[config.mk]
export PLATFORM = sky130hd
export DESIGN_NAME = cipher_offload_ctrl
export DESIGN_NICKNAME = d
export VERILOG_FILES = /design/src/rtl/ofl_pkg.sv /design/src/rtl/ofl_regs.sv /design/src/rtl/ofl_chain.sv /design/src/rtl/ofl_seq.sv /design/src/rtl/cipher_offload_ctrl.sv
export SDC_FILE = /design/constraint.sdc
export NUM_CORES = 2
export LEC_CHECK = 0
export BUFFER_PORTS_ARGS = -buffer_cell sky130_fd_sc_hd__clkbuf_2
export CAP_MARGIN = 10
export CORE_AREA = 2 2 290 292
export DETAILED_ROUTE_END_ITERATION = 8
export DIE_AREA = 0 0 292 294
export HOLD_SLACK_MARGIN = 0.03
export PLACE_DENSITY = 0.57
export REMOVE_ABC_BUFFERS = 1
export SLEW_MARGIN = 20
export SYNTH_ARGS = -nofsm -noshare
export SYNTH_HDL_FRONTEND = slang
export SYNTH_SLANG_ARGS = --single-unit
[constraint.sdc]
create_clock -name clk -period 11.5 [get_ports clk]
set_input_delay 1.725 -clock clk [delete_from_list [all_inputs] [get_ports clk]]
set_output_delay 1.725 -clock clk [all_outputs]
set_load 0.03 [all_outputs]
[src/rtl/ofl_pkg.sv]
// Shared constants and types for the cipher offload controller.
// Assumes a 128-bit cipher block and a 32-bit register port.
package ofl_pkg;
    localparam int BLK_W     = 128;
    localparam int BLK_BYTES = BLK_W / 8;
    localparam int OFS_W     = $clog2(BLK_BYTES);
    localparam int REG_W     = 32;
    localparam int RA_W      = 4;

    localparam logic [RA_W-1:0] RA_CTRL = 4'd0;
    localparam logic [RA_W-1:0] RA_INT  = 4'd1;
    localparam logic [RA_W-1:0] RA_SRC  = 4'd4;
    localparam logic [RA_W-1:0] RA_DST  = 4'd5;
    localparam logic [RA_W-1:0] RA_LEN  = 4'd6;
    localparam logic [1:0]      RG_KEY  = 2'b10;
    localparam logic [1:0]      RG_IV   = 2'b11;

    localparam int CB_RUN  = 0;
    localparam int CB_ENC  = 1;
    localparam int CB_CBC  = 5;
    localparam int CB_ERR  = 8;
    localparam int IB_MASK = 0;
    localparam int IB_DONE = 16;

    typedef enum logic [2:0] {
        SQ_IDLE, SQ_RD, SQ_CIN, SQ_COUT, SQ_WR, SQ_FIN
    } sq_state_t;
endpackage

[src/rtl/ofl_regs.sv]
// Register file of the offload controller: job parameters, key, chaining
// value, run/error bits and the interrupt register. Checks a start request
// against the length and alignment rules and launches the sequencer.
// Assumes one register access per cycle; reads are combinational.
module ofl_regs
    import ofl_pkg::*;
#(
    parameter int AW = 32,
    parameter int LW = 16
) (
    input  logic             clk,
    input  logic             rst_n,
    input  logic             wr,
    input  logic [RA_W-1:0]  addr,
    input  logic [REG_W-1:0] wdata,
    output logic [REG_W-1:0] rdata,
    input  logic             fin,
    input  logic             iv_upd,
    input  logic [BLK_W-1:0] iv_new,
    output logic             go,
    output logic             busy,
    output logic             done_flag,
    output logic             int_mask,
    output logic [AW-1:0]    src,
    output logic [AW-1:0]    dst,
    output logic [LW-1:0]    len,
    output logic             enc,
    output logic             cbc,
    output logic [BLK_W-1:0] key,
    output logic [BLK_W-1:0] iv
);
    localparam int NWORD = BLK_W / REG_W;

    logic [5:1]                  mode_q;
    logic                        busy_q, err_q, go_q, mask_q, done_q;
    logic [AW-1:0]               src_q, dst_q;
    logic [LW-1:0]               len_q;
    logic [NWORD-1:0][REG_W-1:0] key_q, iv_q;
    logic                        bad_args;

    // Start request is refused when length or either address breaks alignment.
    always_comb begin
        bad_args = (len_q[OFS_W-1:0] != '0) || (src_q[OFS_W-1:0] != '0)
                || (dst_q[OFS_W-1:0] != '0);
    end

    // Register updates, start decision, completion and flag clearing.
    always_ff @(posedge clk) begin
        if (!rst_n) begin
            mode_q <= '0;
            busy_q <= 1'b0;
            err_q  <= 1'b0;
            go_q   <= 1'b0;
            mask_q <= 1'b0;
            done_q <= 1'b0;
            src_q  <= '0;
            dst_q  <= '0;
            len_q  <= '0;
            key_q  <= '0;
            iv_q   <= '0;
        end else begin
            go_q <= 1'b0;
            if (wr && !busy_q) begin
                if (addr == RA_CTRL) begin
                    mode_q <= wdata[5:1];
                    if (wdata[CB_RUN]) begin
                        if (bad_args) begin
                            err_q  <= 1'b1;
                            done_q <= 1'b1;
                        end else begin
                            err_q  <= 1'b0;
                            busy_q <= 1'b1;
                            go_q   <= 1'b1;
                        end
                    end
                end else if (addr == RA_SRC) begin
                    src_q <= wdata[AW-1:0];
                end else if (addr == RA_DST) begin
                    dst_q <= wdata[AW-1:0];
                end else if (addr == RA_LEN) begin
                    len_q <= wdata[LW-1:0];
                end else if (addr[3:2] == RG_KEY) begin
                    key_q[addr[1:0]] <= wdata;
                end else if (addr[3:2] == RG_IV) begin
                    iv_q[addr[1:0]] <= wdata;
                end
            end
            if (wr && addr == RA_INT) begin
                mask_q <= wdata[IB_MASK];
                if (wdata[IB_DONE]) begin
                    done_q <= 1'b0;
                end
            end
            if (busy_q && iv_upd) begin
                iv_q <= iv_new;
            end
            if (fin) begin
                busy_q <= 1'b0;
                done_q <= 1'b1;
            end
        end
    end

    // Read multiplexer; key words are write-only.
    always_comb begin
        rdata = '0;
        if (addr == RA_CTRL) begin
            rdata[CB_RUN] = busy_q;
            rdata[5:1]    = mode_q;
            rdata[CB_ERR] = err_q;
        end else if (addr == RA_INT) begin
            rdata[IB_MASK] = mask_q;
            rdata[IB_DONE] = done_q;
        end else if (addr == RA_SRC) begin
            rdata[AW-1:0] = src_q;
        end else if (addr == RA_DST) begin
            rdata[AW-1:0] = dst_q;
        end else if (addr == RA_LEN) begin
            rdata[LW-1:0] = len_q;
        end else if (addr[3:2] == RG_IV) begin
            rdata = iv_q[addr[1:0]];
        end
    end

    assign go        = go_q;
    assign busy      = busy_q;
    assign done_flag = done_q;
    assign int_mask  = mask_q;
    assign src       = src_q;
    assign dst       = dst_q;
    assign len       = len_q;
    assign enc       = mode_q[CB_ENC];
    assign cbc       = mode_q[CB_CBC];
    assign key       = key_q;
    assign iv        = iv_q;
endmodule

[src/rtl/ofl_chain.sv]
// Chaining arithmetic around the cipher core: input whitening for chained
// encryption, output unwhitening for chained decryption, and the choice of
// the next chaining value. Purely combinational.
module ofl_chain
    import ofl_pkg::*;
(
    input  logic             enc,
    input  logic             cbc,
    input  logic [BLK_W-1:0] in_blk,
    input  logic [BLK_W-1:0] chain,
    input  logic [BLK_W-1:0] core_out,
    output logic [BLK_W-1:0] core_in,
    output logic [BLK_W-1:0] result,
    output logic [BLK_W-1:0] next_chain
);
    // Mix the chaining value in before or after the core depending on direction.
    always_comb begin
        core_in    = (cbc && enc)  ? (in_blk ^ chain)   : in_blk;
        result     = (cbc && !enc) ? (core_out ^ chain) : core_out;
        next_chain = enc ? core_out : in_blk;
    end
endmodule

[src/rtl/ofl_seq.sv]
// Block sequencer: for each 16-byte block reads the source, passes it through
// the cipher core, writes the destination, then steps the offset until the
// programmed length is covered. Assumes the length is a multiple of the block
// size and that parameters stay stable while it runs.
module ofl_seq
    import ofl_pkg::*;
#(
    parameter int AW = 32,
    parameter int LW = 16
) (
    input  logic             clk,
    input  logic             rst_n,
    input  logic             go,
    input  logic [AW-1:0]    src,
    input  logic [AW-1:0]    dst,
    input  logic [LW-1:0]    len,
    input  logic             cbc,
    output logic             mem_req,
    output logic             mem_we,
    output logic [AW-1:0]    mem_addr,
    output logic [BLK_W-1:0] mem_wdata,
    input  logic             mem_ack,
    input  logic [BLK_W-1:0] mem_rdata,
    output logic             cph_in_valid,
    input  logic             cph_in_ready,
    output logic             cph_out_ready,
    input  logic             cph_out_valid,
    output logic [BLK_W-1:0] in_blk,
    input  logic [BLK_W-1:0] result,
    output logic             iv_upd,
    output logic             fin
);
    sq_state_t        state_q;
    logic [LW-1:0]    off_q, next_off;
    logic [BLK_W-1:0] in_q, out_q;

    // Offset of the following block.
    always_comb begin
        next_off = off_q + LW'(BLK_BYTES);
    end

    // Block loop state machine.
    always_ff @(posedge clk) begin
        if (!rst_n) begin
            state_q <= SQ_IDLE;
            off_q   <= '0;
            in_q    <= '0;
            out_q   <= '0;
        end else begin
            case (state_q)
                SQ_IDLE: if (go) begin
                    off_q   <= '0;
                    state_q <= (len == '0) ? SQ_FIN : SQ_RD;
                end
                SQ_RD: if (mem_ack) begin
                    in_q    <= mem_rdata;
                    state_q <= SQ_CIN;
                end
                SQ_CIN: if (cph_in_ready) begin
                    state_q <= SQ_COUT;
                end
                SQ_COUT: if (cph_out_valid) begin
                    out_q   <= result;
                    state_q <= SQ_WR;
                end
                SQ_WR: if (mem_ack) begin
                    off_q   <= next_off;
                    state_q <= (next_off == len) ? SQ_FIN : SQ_RD;
                end
                SQ_FIN:  state_q <= SQ_IDLE;
                default: state_q <= SQ_IDLE;
            endcase
        end
    end

    // Port outputs decoded from the current state.
    always_comb begin
        mem_req       = (state_q == SQ_RD) || (state_q == SQ_WR);
        mem_we        = (state_q == SQ_WR);
        mem_addr      = ((state_q == SQ_WR) ? dst : src) + AW'(off_q);
        mem_wdata     = out_q;
        cph_in_valid  = (state_q == SQ_CIN);
        cph_out_ready = (state_q == SQ_COUT);
        iv_upd        = (state_q == SQ_COUT) && cph_out_valid && cbc;
        fin           = (state_q == SQ_FIN);
    end

    assign in_blk = in_q;
endmodule

[src/rtl/cipher_offload_ctrl.sv]
// Top of the block cipher offload controller. Joins the register file, the
// block sequencer and the chaining arithmetic. The cipher core is external.
module cipher_offload_ctrl
    import ofl_pkg::*;
#(
    parameter int AW = 32,
    parameter int LW = 16
) (
    input  logic             clk,
    input  logic             rst_n,
    input  logic             reg_wr,
    input  logic [3:0]       reg_addr,
    input  logic [31:0]      reg_wdata,
    output logic [31:0]      reg_rdata,
    output logic             irq,
    output logic             mem_req,
    output logic             mem_we,
    output logic [AW-1:0]    mem_addr,
    output logic [127:0]     mem_wdata,
    input  logic             mem_ack,
    input  logic [127:0]     mem_rdata,
    output logic [127:0]     cph_key,
    output logic             cph_encrypt,
    output logic             cph_in_valid,
    input  logic             cph_in_ready,
    output logic [127:0]     cph_in_data,
    input  logic             cph_out_valid,
    output logic             cph_out_ready,
    input  logic [127:0]     cph_out_data
);
    logic             go_w, busy_w, done_w, mask_w, fin_w, iv_upd_w;
    logic             enc_w, cbc_w;
    logic [AW-1:0]    src_w, dst_w;
    logic [LW-1:0]    len_w;
    logic [BLK_W-1:0] iv_w, in_blk_w, result_w, next_chain_w;

    ofl_regs #(.AW(AW), .LW(LW)) u_regs (
        .clk(clk), .rst_n(rst_n), .wr(reg_wr), .addr(reg_addr),
        .wdata(reg_wdata), .rdata(reg_rdata), .fin(fin_w),
        .iv_upd(iv_upd_w), .iv_new(next_chain_w), .go(go_w),
        .busy(busy_w), .done_flag(done_w), .int_mask(mask_w),
        .src(src_w), .dst(dst_w), .len(len_w), .enc(enc_w), .cbc(cbc_w),
        .key(cph_key), .iv(iv_w)
    );

    ofl_seq #(.AW(AW), .LW(LW)) u_seq (
        .clk(clk), .rst_n(rst_n), .go(go_w), .src(src_w), .dst(dst_w),
        .len(len_w), .cbc(cbc_w), .mem_req(mem_req), .mem_we(mem_we),
        .mem_addr(mem_addr), .mem_wdata(mem_wdata), .mem_ack(mem_ack),
        .mem_rdata(mem_rdata), .cph_in_valid(cph_in_valid),
        .cph_in_ready(cph_in_ready), .cph_out_ready(cph_out_ready),
        .cph_out_valid(cph_out_valid), .in_blk(in_blk_w),
        .result(result_w), .iv_upd(iv_upd_w), .fin(fin_w)
    );

    ofl_chain u_chain (
        .enc(enc_w), .cbc(cbc_w), .in_blk(in_blk_w), .chain(iv_w),
        .core_out(cph_out_data), .core_in(cph_in_data),
        .result(result_w), .next_chain(next_chain_w)
    );

    // Interrupt follows the sticky completion flag unless masked.
    always_comb begin
        irq         = done_w && !mask_w;
        cph_encrypt = enc_w;
    end
endmodule

==> results.json <==
{
  "status": "complete, no violations",
  "postCtsSetupBuffers": 0,
  "hold-path-endpoint": "u_regs.key[65]",
  "clockBufferDepth": 3,
  "vdd_drop_max_mv": 0.0943,
  "crit_start": "u_seq.state_q[2]",
  "yosysUniqueCellTypes": 60,
  "dieArea_sq_um": 85800,
  "powerDensity_nw_per_um2": 127,
  "rrSetupSlack_ns": 7.67,
  "tightest_slew_ns": 1.12,
  "dpl_cell_area_sq_um": 36400,
  "critPathMaxFanout": 40,
  "drtAntennaViolNets": 0,
  "yosys_warnings": 0,
  "grt-ovfl-total": 0,
  "r2r-end": "u_regs.iv[114]",
  "gp_congestion": 0.883,
  "hold_class": "reg2reg",
  "maxSlewViolCount": 0,
  "clock.fmax_ghz": 0.142,
  "period_share_pct": 61.4,
  "ys_ff_latch": 617,
  "syn_area_sq_um": 32000,
  "start_util_pct": 38.7,
  "r2r_start": "u_seq.state_q[1]",
  "synth_top_area_share_pct": 38.5,
  "first_iter_violations": 2034,
  "fin_crit_ns": 7.07,
  "async_reset_ff_share_pct": 0,
  "grt_pass1_vias": 28700,
  "cts_buffers": 75,
  "p_leak_uw": 0.0173,
  "hpwlAfterDp_um": 88800,
  "clock_latency_ns": 0.63,
  "ctsResizeCount": 0,
  "fin_hold_ws_ns": 0.465,
  "synthTopCellsByCount": "nand2_1, dfxtp_1, a21boi_0",
  "hold_buffers": 0,
  "cts_tree": "yes",
  "r2r_cells": 6,
  "grt_antenna_before_repair": 10,
  "total_power_uw": 4960,
  "slew_headroom_pct": 25.0,
  "finalNetCount": 4803,
  "grt_max_degree": 214,
  "hold_depth": 2,
  "drc": 0,
  "min_from": "u_regs.key[65]",
  "root_buffer": "clkbuf_16",
  "worstSetupPathType": "reg2out",
  "syn_inst": 3940,
  "final_cell_count_no_fill": 5630,
  "yosysMostFrequentCell": "nand2_1",
  "required_ns": 9.78,
  "hold_viol": 0,
  "yosysTopAreaCell": "dfxtp_1",
  "cts_htree_levels": 3,
  "routed_wl_um": 131000,
  "globalRouteTotalUtil_pct": 29.4,
  "startpoint_type": "flop",
  "synth.area.top_cells": "dfxtp_1, nand2_1, mux2i_1, a21boi_0, xnor2_1",
  "ys_seq_area_share_pct": 38.5,
  "routed_via_density": 5.30,
  "cap_violations": 0,
  "die-width_um": 292,
  "syn_to_final_growth_pct": 21.4,
  "clock_skew_ns": 0.0214,
  "design.core.area_sq_um": 82900,
  "grt_pass1_wl_um": 191000,
  "rows": 106,
  "design_area_sq_um": 38900,
  "path_clk_slew_ns": 0.06,
  "dp.cells": 5492,
  "rsz0062_at_grt": "no",
  "firstDrtPassIters": 6,
  "setup_viol": 0,
  "synth_ff_type": "dfxtp_1",
  "layout-drive-gt1-share_pct": 21.6,
  "syn_area_per_cell_sq_um": 8.13,
  "tns_ns": 0,
  "die_h_um": 294,
  "synth_edf_count": 0,
  "ioPinCount": 752,
  "crit_path_end_kind": "output pin",
  "portBuffers": 751,
  "route.vias.total": 29900,
  "routedWlPerCell_um": 23.2,
  "cts_sinks": 617,
  "arrival_ns": 5.34
}
flip-flops by register name, summed over array words and instances (netlist names):
name,cells
u_regs.key,128
u_regs.iv,128
u_seq.mem_wdata,128
u_regs.mode_q,5
u_regs.done_flag,1
u_regs.err_q,1
u_seq.off_q,12
u_regs.len,16
u_regs.int_mask,1
u_regs.busy,1
u_regs.go,1
u_seq.in_blk,128
u_regs.src,32
u_seq.state_q,3
u_regs.dst,32
stage by stage:
stage,worst slack (ns),utilization [%]
2_1_floorplan,0.0504,-
3_3_place_gp,4.63,43.9
3_5_place_dp,4.59,43.9
4_1_cts,4.50,46.9
5_1_grt,4.07,47.0
6_report,4.43,47.0
cells in the final DEF, fill, tap and decap left out, drive strengths merged, types with 6 or more instances in the layout:
master	synthesis	routed
nand2	1432	1432
clkbuf	283	848
dfxtp	617	617
a21boi	345	345
mux2i	278	278
xnor2	155	155
xor2	152	152
and3	138	138
o211a	130	130
buf	38	45
a21oi	43	43
nor2	38	38
mux4	32	32
o21ai	32	32
nand3	23	23
clkinv	0	22
inv	19	20
nor2b	19	19
o22ai	17	17
a222oi	17	17
ha	16	16
nor3	14	14
nand2b	12	12
nor4	10	10
a21o	8	8
nand4	8	8
diode	0	6
bufinv	0	6
and2	6	6
layer usage:
layer / wire length, um / share of wire [%] / GRT usage (%) / vias up
li1: - / - / - / 14300
met1: 54500 / 42 / 37.1 / 14300
met2: 60800 / 47 / 47.9 / 1035
met3: 9040 / 6.9 / 6.28 / 260
met4: 6230 / 4.8 / 13.7 / 8
met5: 53 / 0.041 / 0 / -
worst max-delay path by stage:
stage	endpoint	slack (ns)
floorplan	u_seq.mem_wdata[0]	0.05
global placement	reg_rdata[5]	4.63
detailed placement	reg_rdata[5]	4.59
CTS	mem_addr[28]	4.50
global route	mem_addr[28]	4.07
finish	mem_addr[20]	4.43
final cells by class:
class,count,area [sq um]
fillers,8363,44000
multi-input cells,2983,18500
flip-flops and latches,617,12400
repair buffers,793,4100
clock buffers,100,2120
well taps,1080,1350
clock inverters,32,367
inverters,19,71.3
diodes,6,15.0
power by group:
group          leakage [uW]  internal, uW  switching (uW)  total (uW)
logic                0.0111           121             220         341
clock network       0.00123          1430            1000        2440
registers           0.00498          2160            21.8        2180
critical path, cell delays in order (launching register included):
cell      delay [ns]
dfxtp_1         0.68
or3b_1          0.39
buf_4           0.26
inv_2           0.72
nand2_1         0.11
nand2_1         0.09
ha_1            0.28
a211oi_1        0.33
o21bai_1        0.13
a21o_1          0.19
a21oi_1         0.41
a21oi_1         0.17
xnor2_1         0.16
mux2i_1         0.47
clkbuf_2        0.31
cells by family (layout without fill, tap and decap cells):
| logic type | Yosys count | in the layout | share of synthesized area [%] |
|---|---|---|---|
| compound gates | 630 | 630 | 15.4 |
| xor+xnor | 307 | 307 | 8.39 |
| fa+ha+maj | 16 | 16 | 0.625 |
| buf+inv | 340 | 944 | 4.06 |
| flops | 617 | 617 | 38.5 |
| mux | 310 | 310 | 10.9 |
| other cells | 1 | 7 | 0.0117 |
| simple gates | 1719 | 1719 | 22.1 |
Note: power is estimated with default switching activity, not from simulation.
